[config.mk]
export PLATFORM = sky130hd
export DESIGN_NAME = dsp_acc40_mac
export DESIGN_NICKNAME = d
export VERILOG_FILES = /design/src/rtl/dsp_acc40_pkg.sv /design/src/rtl/dsp_acc40_prod.sv /design/src/rtl/dsp_acc40_reg.sv /design/src/rtl/dsp_acc40_xfer.sv /design/src/rtl/dsp_acc40_mac.sv
export SDC_FILE = /design/constraint.sdc
export NUM_CORES = 2
export LEC_CHECK = 0
export ABC_AREA = 1
export BUFFER_PORTS_ARGS = -buffer_cell sky130_fd_sc_hd__buf_2
export CORE_AREA = 2 2 294 296
export DETAILED_ROUTE_END_ITERATION = 8
export DIE_AREA = 0 0 296 298
export PLACE_DENSITY_LB_ADDON = 0.2
export SLEW_MARGIN = 25
export SYNTH_ARGS = -nofsm -noshare
export SYNTH_HDL_FRONTEND = slang
export SYNTH_SLANG_ARGS = --single-unit
[constraint.sdc]
create_clock -name clk -period 11.7 [get_ports clk]
set_clock_uncertainty 0.05 [all_clocks]
set_input_delay 0.585 -clock clk [delete_from_list [all_inputs] [get_ports clk]]
set_output_delay 0.585 -clock clk [all_outputs]
set_load 0.02 [all_outputs]
[src/rtl/dsp_acc40_pkg.sv]
// Shared operation codes for the 40-bit accumulating multiply engine.
// Assumes a 4-bit code field; values not listed here are treated as no-ops.
package dsp_acc40_pkg;
    localparam int CODE_W = 4;

    typedef enum logic [CODE_W-1:0] {
        OP_NOP  = 4'd0,
        OP_DUAL = 4'd1,
        OP_LL   = 4'd2,
        OP_LH   = 4'd3,
        OP_HL   = 4'd4,
        OP_HH   = 4'd5,
        OP_WIDE = 4'd6,
        OP_LOAD = 4'd7,
        OP_READ = 4'd8
    } mac_op_e;
endpackage

[src/rtl/dsp_acc40_prod.sv]
// Product stage: picks the operand halves for each 16-bit lane, forms the
// signed products and turns the result into a 40-bit addend.
// Assumes ACC_W > 2*HALF_W so that a lane sum fits once sign-extended,
// and ACC_W <= 2*DATA_W so that the wide product can be truncated.
module dsp_acc40_prod
    import dsp_acc40_pkg::*;
#(
    parameter int DATA_W = 32,
    parameter int ACC_W  = 40
) (
    input  logic [CODE_W-1:0] op_code,
    input  logic [DATA_W-1:0] opnd_a,
    input  logic [DATA_W-1:0] opnd_b,
    output logic              add_req,
    output logic [ACC_W-1:0]  addend
);
    localparam int HALF_W = DATA_W / 2;
    localparam int PROD_W = 2 * HALF_W;
    localparam int WIDE_W = 2 * DATA_W;
    localparam int LANES  = 2;

    logic [HALF_W-1:0] lane_x [LANES];
    logic [HALF_W-1:0] lane_y [LANES];
    logic [ACC_W-1:0]  lane_p [LANES];
    logic              hi_a;
    logic              hi_b;

    // Half selection for the single-product codes.
    always_comb begin
        hi_a = (op_code == OP_HL) || (op_code == OP_HH);
        hi_b = (op_code == OP_LH) || (op_code == OP_HH);
    end

    // Lane 0 takes the selected halves; lane 1 is always the high halves.
    always_comb begin
        lane_x[0] = hi_a ? opnd_a[DATA_W-1:HALF_W] : opnd_a[HALF_W-1:0];
        lane_y[0] = hi_b ? opnd_b[DATA_W-1:HALF_W] : opnd_b[HALF_W-1:0];
        lane_x[1] = opnd_a[DATA_W-1:HALF_W];
        lane_y[1] = opnd_b[DATA_W-1:HALF_W];
    end

    // One signed multiplier per lane, sign-extended to accumulator width.
    for (genvar g = 0; g < LANES; g++) begin : g_lane
        logic signed [PROD_W-1:0] prod;
        always_comb begin
            prod      = $signed(lane_x[g]) * $signed(lane_y[g]);
            lane_p[g] = {{(ACC_W-PROD_W){prod[PROD_W-1]}}, prod};
        end
    end

    logic signed [WIDE_W-1:0] wide_p;

    // Full-width signed product for the wide code.
    always_comb wide_p = $signed(opnd_a) * $signed(opnd_b);

    // Addend mux driven by the operation code.
    always_comb begin
        add_req = 1'b1;
        unique case (op_code)
            OP_DUAL:                   addend = lane_p[0] + lane_p[1];
            OP_LL, OP_LH, OP_HL, OP_HH: addend = lane_p[0];
            OP_WIDE:                   addend = wide_p[ACC_W-1:0];
            default: begin
                addend  = '0;
                add_req = 1'b0;
            end
        endcase
    end
endmodule

[src/rtl/dsp_acc40_reg.sv]
// Accumulator register. Priority order: reset, clear, load, add.
// Assumes load_en and add_en are never high together (the top decodes them
// from a single code).
module dsp_acc40_reg #(
    parameter int ACC_W = 40
) (
    input  logic             clk,
    input  logic             rst_n,
    input  logic             clr,
    input  logic             load_en,
    input  logic [ACC_W-1:0] load_val,
    input  logic             add_en,
    input  logic [ACC_W-1:0] addend,
    output logic [ACC_W-1:0] acc_q
);
    // Accumulator update with wrap-around addition.
    always_ff @(posedge clk) begin
        if (!rst_n)       acc_q <= '0;
        else if (clr)     acc_q <= '0;
        else if (load_en) acc_q <= load_val;
        else if (add_en)  acc_q <= acc_q + addend;
    end
endmodule

[src/rtl/dsp_acc40_xfer.sv]
// Register-pair transfer: builds the 40-bit load value from two operands and
// registers the read-back pair. Assumes DATA_W < ACC_W <= 2*DATA_W.
module dsp_acc40_xfer #(
    parameter int DATA_W = 32,
    parameter int ACC_W  = 40
) (
    input  logic                clk,
    input  logic                rst_n,
    input  logic                rd_en,
    input  logic [ACC_W-1:0]    acc_q,
    input  logic [DATA_W-1:0]   opnd_a,
    input  logic [ACC_W-DATA_W-1:0] opnd_b_lo,
    output logic [ACC_W-1:0]    load_val,
    output logic                wb_valid,
    output logic [2*DATA_W-1:0] wb_data
);
    localparam int EXT_W = ACC_W - DATA_W;
    localparam int PAD_W = DATA_W - EXT_W;

    // Load value: upper bits from the second register, low word from the first.
    always_comb load_val = {opnd_b_lo, opnd_a};

    // Read-back register: one-cycle valid pulse, data held between reads.
    always_ff @(posedge clk) begin
        if (!rst_n) begin
            wb_valid <= 1'b0;
            wb_data  <= '0;
        end else begin
            wb_valid <= rd_en;
            if (rd_en)
                wb_data <= {{PAD_W{acc_q[ACC_W-1]}}, acc_q[ACC_W-1:DATA_W],
                            acc_q[DATA_W-1:0]};
        end
    end
endmodule

[src/rtl/dsp_acc40_mac.sv]
// Top of the 40-bit accumulating multiply engine. Decodes the strobed code
// into add, load and read enables and wires the product stage, accumulator
// and transfer unit together. Assumes operands are stable while op_valid is high.
module dsp_acc40_mac
    import dsp_acc40_pkg::*;
#(
    parameter int DATA_W = 32,
    parameter int ACC_W  = 40
) (
    input  logic                clk,
    input  logic                rst_n,
    input  logic                clr,
    input  logic                op_valid,
    input  logic [3:0]          op_code,
    input  logic [DATA_W-1:0]   opnd_a,
    input  logic [DATA_W-1:0]   opnd_b,
    output logic                wb_valid,
    output logic [2*DATA_W-1:0] wb_data
);
    localparam int EXT_W = ACC_W - DATA_W;

    logic             add_req;
    logic [ACC_W-1:0] addend;
    logic [ACC_W-1:0] load_val;
    logic [ACC_W-1:0] acc_q;
    logic             add_en;
    logic             load_en;
    logic             rd_en;

    // Enable decode gated by the strobe.
    always_comb begin
        add_en  = op_valid && add_req;
        load_en = op_valid && (op_code == OP_LOAD);
        rd_en   = op_valid && (op_code == OP_READ);
    end

    dsp_acc40_prod #(.DATA_W(DATA_W), .ACC_W(ACC_W)) u_prod (
        .op_code (op_code),
        .opnd_a  (opnd_a),
        .opnd_b  (opnd_b),
        .add_req (add_req),
        .addend  (addend)
    );

    dsp_acc40_reg #(.ACC_W(ACC_W)) u_acc (
        .clk      (clk),
        .rst_n    (rst_n),
        .clr      (clr),
        .load_en  (load_en),
        .load_val (load_val),
        .add_en   (add_en),
        .addend   (addend),
        .acc_q    (acc_q)
    );

    dsp_acc40_xfer #(.DATA_W(DATA_W), .ACC_W(ACC_W)) u_xfer (
        .clk       (clk),
        .rst_n     (rst_n),
        .rd_en     (rd_en),
        .acc_q     (acc_q),
        .opnd_a    (opnd_a),
        .opnd_b_lo (opnd_b[EXT_W-1:0]),
        .load_val  (load_val),
        .wb_valid  (wb_valid),
        .wb_data   (wb_data)
    );
endmodule

# Word-level counts from Yosys, hierarchy flattened
# Cells that the tools add are included.
[word_totals] input_bits=72 wordCells=32 register_bits=81
[classes] n_bitwise=1 n_mul=3 addsub=2 muxes=6 eq_ne=8 reduce_logical=9
[op_table] op="case mux 40 bit (3 select lines)" count=1
[op_table] op="2-to-1 mux 40 bit" count=2
[op_table] op="multiplier 16 x 16 -> 32 bit" count=2
[op_table] op="adder 40 bit" count=1
[op_table] op="multiplier 32 x 32 -> 40 bit" count=1
[op_table] op="adder 32 x 32 -> 33 bit" count=1
[op_table] op="2-to-1 mux 16 bit" count=2
[op_table] op="equality test 4 x 3 -> 1 bit (second input constant)" count=4
[op_table] op="equality test 4 x 2 -> 1 bit (second input constant)" count=2
[op_table] op="OR reduction 6 bit" count=1
[op_table] op="equality test 4 x 1 -> 1 bit (second input constant)" count=1
[op_table] op="equality test 4 bit (second input constant)" count=1
[op_table] op="OR reduction 4 bit" count=1
[op_table] op="logical AND 1 bit" count=3
[op_table] op="logical OR 1 bit" count=2
[op_table] op="nonzero test 2 bit" count=1
[op_table] op="OR reduction 2 bit" count=1
[op_table] op="2-to-1 mux 1 bit" count=1
[op_table] op="NOT 1 bit" count=1

# Depth between registers and ports, before layout
[logic_depth] depth_word=9 depth_mapped=70

# By module
# Synthesis repeated with hierarchy kept, for this count alone.
[unflattened] cells_unflattened=7029 hier_area_um2=52846.9
[modules_own_cells] mod="dsp_acc40_prod" seq_area_each_um2=0.0 n_inst=1 cells_each=5891 area_per_inst_um2=46067.9
[modules_own_cells] mod="dsp_acc40_reg" seq_area_each_um2=800.8 n_inst=1 cells_each=805 area_per_inst_um2=4516.8
[modules_own_cells] mod="dsp_acc40_xfer" seq_area_each_um2=820.8 n_inst=1 cells_each=321 area_per_inst_um2=2214.6
[modules_own_cells] mod="dsp_acc40_mac" seq_area_each_um2=0.0 n_inst=1 cells_each=12 area_per_inst_um2=47.5

# Worst setup path before layout
# Ideal clock, no wire load.
[synth_timing] kind="input-to-reg" from="in op_code[3]" to="reg u_acc.acc_q[39]" slack_ps=-292 required_time_ps=11530 n_path_buf=1 stages=59 arrival_ps=11822 cell_sequence="nor2_1 nand2_1 nand2_4 inv_8 nor2_8 buf_4 o21ai_2 nor2_1 inv_1 fa_1 inv_1 fa_1 fa_1 fa_1 fa_1 inv_1 fa_1 inv_1 [23 not listed] o21ai_0 a21oi_1 nand2_1 nor2_1 nor2_1 nor2_4 o21ai_0 ha_1 nand2_1 nor3_1 nand2_1 nor2_1 nand3_1 nand3_1 xor2_1 nand3_1 nand3_1 a21oi_2"
[synth_between] elab_chain_len=9 word_cells_on_any_way=23 cone_classes="add/sub: 2; mul: 1; eq/ne: 7; mux: 6; reduce/logical: 7"
[synth_lines] element="from (decl)" line="dsp_acc40_mac.sv:14" text="input logic [3:0] op_code,"
[synth_lines] element="equality test 4 x 3 -> 1 bit, or another cell as far along" line="dsp_acc40_prod.sv:30, dsp_acc40_prod.sv:59"
[synth_lines] element="logical OR 1 bit, on equally long branches" line="dsp_acc40_prod.sv:30, dsp_acc40_prod.sv:31"
[synth_lines] element="2-to-1 mux 16 bit, on equally long branches" line="dsp_acc40_prod.sv:36, dsp_acc40_prod.sv:37"
[synth_lines] element="multiplier 16 x 16 -> 32 bit" line="dsp_acc40_prod.sv:46" text="prod = $signed(lane_x[g]) * $signed(lane_y[g]);"
[synth_lines] element="adder 32 x 32 -> 33 bit" line="dsp_acc40_prod.sv:60" text="OP_DUAL: addend = lane_p[0] + lane_p[1];"
[synth_lines] element="case mux 40 bit (3 select lines)" line="dsp_acc40_prod.sv:59" text="unique case (op_code)"
[synth_lines] element="adder 40 bit" line="dsp_acc40_reg.sv:21" text="else if (add_en) acc_q <= acc_q + addend;"
[synth_lines] element="2-to-1 mux 40 bit" line="dsp_acc40_reg.sv:21"
[synth_lines] element="2-to-1 mux 40 bit" line="dsp_acc40_reg.sv:20" text="else if (load_en) acc_q <= load_val;"
[synth_lines] element="to (signal assigned)" line="dsp_acc40_reg.sv:20"
[synth_lines] element="to (signal assigned)" line="dsp_acc40_reg.sv:21"
[synth_lines] element="to (decl)" line="dsp_acc40_reg.sv:14" text="output logic [ACC_W-1:0] acc_q"
# Several ways; a longest one is shown, not always the timed one. The select of a mux whose other input is x is not followed.
# A chain may end at the register's enable or synchronous reset.

# Final worst setup path
[layout_timing] from="in op_code[3]" to="reg u_acc.acc_q[28]"
# Same word-level chain as after synthesis.

==> reports/results.ini <==
[drt]
wl_per_cell_um = 22.5
viasPerCell = 5.58
drt_iter0_drc = 4186
drc = 0
vias = 46961
drt_wl_total_mm = 190
drtPass1Iterations = 6
ant_nets = 0

[clock_tree]
cts_buffer_depth = 2
cts_tree = yes
root_buffer = clkbuf_16
numCtsBuffers = 9
cts_hold_buf = 0
insertion_delay_ns = 0.37
clkTransAtPathRegs_ns = 0.07
clock-sinks = 81
cts_max_level = 3

[floorplan]
core_area_um2 = 84900
io_pins = 137
die_area_um2 = 88200
rows = 107
initial_utilization = 0.605
die_x_um = 296
die_h_um = 298

[layout]
drive_above_1_share = 0.210
multi_input_area_um2 = 44200
stdcell_count = 8415
syn_to_final_growth_pct = 20.3
regArea_um2 = 1620
final_nets = 8903
fillers = 6796
final_area_um2 = 61800

[sta]
setup_tns_ns = -8.03
finalHoldViolCount = 0
slew_headroom = 0.246
tightest_slew_ns = 1.12
whs_ns = 0.394
setup_viol = 21
setup_ws_ns = -0.594
fin_crit_sh = 1.05
period_needed_ns = 12.29
timing.fmax_ghz = 0.0813
maxSlewViolCount = 0
rsz0062_at_grt = yes

[global_routing]
antenna_found_initial = 21
grt_overflow = 0
grt_pass1_vias = 49536
grt_pass1_wl_mm = 288
grt_usage = 0.442
grt_max_degree = 82

[synthesis]
seq_area_frac_synth = 0.0316
yosys.area_share.xor_xnor = 0.0121
synth_simple_gate_area_frac = 0.161
async_flop_share = 0
ys_types = 59
synth_area_um2 = 51400
synth_top_family_by_area = adder cells
synth_nets = 8292
synth-seq-cells = 81
yosys_warnings = 0
syn_avg_cell_area_um2 = 7.74
ys.flop_type = dfxtp_1
synthAdderAreaFrac = 0.560
synth-edff-count = 0
syn_inst = 6639
synthMuxAreaShare = 0
synth_compound_area_frac = 0.0685

[run_status]
status = finished with violations
violations = setup timing

[setup_path]
critPathTopFamily = adder cells
r2r_setup_slack_ns = 8.36
crit_buf_inv = 20
cp_max_fo = 6
required_ns = 11.85
slowest_stage = fa_1
worstRegToRegCells = 14
path_common_cell = fa_1
end_kind = flip-flop
critPathMaxStageDelay_ns = 0.56
critPathArrivalTime_ns = 12.45
crit_type = primary input to flip-flop
cp-start-kind = primary input
critical_path_depth = 68

[hold_path]
hold_depth = 2
hold_path.class = flip-flop to flip-flop

[place]
port_buffers = 136
routabilityCongestion = 1.04
placed_cells = 8221
dpl_cell_area_um2 = 57000
dp_hpwl_mm = 149

[job]
cap_violations = 0

==> logic make-up after synthesis <==
group	after synthesis
AOI/OAI and AO/OA	608
xor gates and xnor gates	71
adders and majority gates	1581
buffers and inverters	2221
DFF	81
and+or+nand+nor	2077
==> metrics by stage <==
stage / utilization / worst slack [ns]
after detailed placement: 0.671 / -1.50
after floorplan: - / 0.00481
after global routing: 0.728 / -1.01
after CTS: 0.704 / -0.406
final: 0.728 / -0.594
after global placement: 0.671 / -1.37
==> timing repair <==
action,4_1_cts,5_1_grt
endpoints found under the setup margin,25,27
gates cloned,4,0
gates resized for setup,382,388
pin swaps,140,281
setup buffers,101,68
==> worst paths after layout <==
| kind | startpoint | endpoint |
|---|---|---|
| worst min-delay path | u_xfer.wb_data[35] | u_xfer.wb_data[35] |
| worst max-delay path | op_code[3] | u_acc.acc_q[28] |
| worst max register to register | u_acc.acc_q[0] | u_acc.acc_q[22] |
| worst min register to register | u_xfer.wb_data[35] | u_xfer.wb_data[35] |
==> final cells by class <==
cell class,count,share of cell area
Antenna cell,17,0.000688
Clock buffer,9,0.00364
Clock inverter,6,0.00146
Inverter,1912,0.117
Multi-Input combinational cell,4338,0.715
Sequential cell,81,0.0262
Tap cell,1144,0.0232
Timing Repair Buffer,906,0.112
Timing Repair inverter,2,0.000223
==> flip-flops by register name, indices dropped and copies added, names as in the netlist <==
signal           flops
u_acc.acc_q         40
u_xfer.wb_data      40
u_xfer.wb_valid      1
==> worst register-to-register path, stage by stage (launching register included) <==
cell	delay [ns]
dfxtp_1	0.37
ha_1	0.37
inv_1	0.11
fa_1	0.47
inv_1	0.20
nand3_1	0.13
o21bai_1	0.56
a21oi_4	0.16
o21ai_4	0.24
buf_4	0.16
nand2_2	0.04
nand2_2	0.07
or2_2	0.11
nand3_1	0.06
a21oi_1	0.15
==> layout by cell type (no fill, tap or decap), types with 27 or more instances in the layout <==
cell type / count
inv_1: 1805
nand2_1: 1492
fa_1: 1178
buf_4: 697
ha_1: 318
nor2_1: 201
a21oi_1: 193
buf_2: 133
o21ai_0: 112
nand3_1: 95
inv_2: 88
dfxtp_1: 81
ha_4: 60
buf_6: 54
nand2_2: 52
a21oi_2: 51
nor2_4: 38
o21ai_2: 36
nor2_2: 33
o21ai_1: 33
a31oi_1: 31
nand2_4: 28
xor2_1: 28
nand3_2: 27
xnor2_1: 27
==> per-layer routing <==
layer  part of all wire  track usage
met5            0.00028            0
met4              0.086        0.309
met3               0.11        0.123
met2               0.45        0.675
met1               0.35        0.541
==> synth_stat cells (3+ instances only) <==
cell | instances | share of area
inv_1 | 1888 | 0.14
buf_6 | 3 | 0.00066
buf_1 | 24 | 0.0018
nand2_1 | 1570 | 0.11
o221ai_1 | 9 | 0.0015
nor3_2 | 3 | 0.00058
buf_4 | 32 | 0.0047
a221oi_1 | 6 | 0.0010
a21oi_2 | 3 | 0.00051
or2_0 | 3 | 0.00037
ha_1 | 381 | 0.093
xor2_1 | 38 | 0.0065
o21ai_1 | 9 | 0.00088
clkinv_1 | 5 | 0.00037
a21oi_1 | 257 | 0.025
o21bai_1 | 11 | 0.0016
nor3_1 | 19 | 0.0019
or2_2 | 29 | 0.0035
o211ai_1 | 18 | 0.0026
o21ai_2 | 26 | 0.0044
a21boi_0 | 3 | 0.00044
buf_2 | 29 | 0.0028
fa_1 | 1200 | 0.47
or2_1 | 10 | 0.0012
inv_2 | 17 | 0.0012
nand4_1 | 18 | 0.0022
and3_1 | 4 | 0.00049
a31oi_1 | 40 | 0.0049
nor4_1 | 7 | 0.00085
a21o_1 | 19 | 0.0028
nand3_1 | 126 | 0.012
dfxtp_1 | 81 | 0.032
nor2_1 | 268 | 0.020
a22oi_1 | 19 | 0.0028
o31ai_1 | 3 | 0.00044
nand3b_1 | 9 | 0.0013
o21ai_0 | 164 | 0.016
o21a_1 | 10 | 0.0015
xnor2_1 | 33 | 0.0056
clkbuf_1 | 219 | 0.016
Power is not shown: default switching activity piles up to over one toggle a cycle in this logic, so the estimate is an artifact.
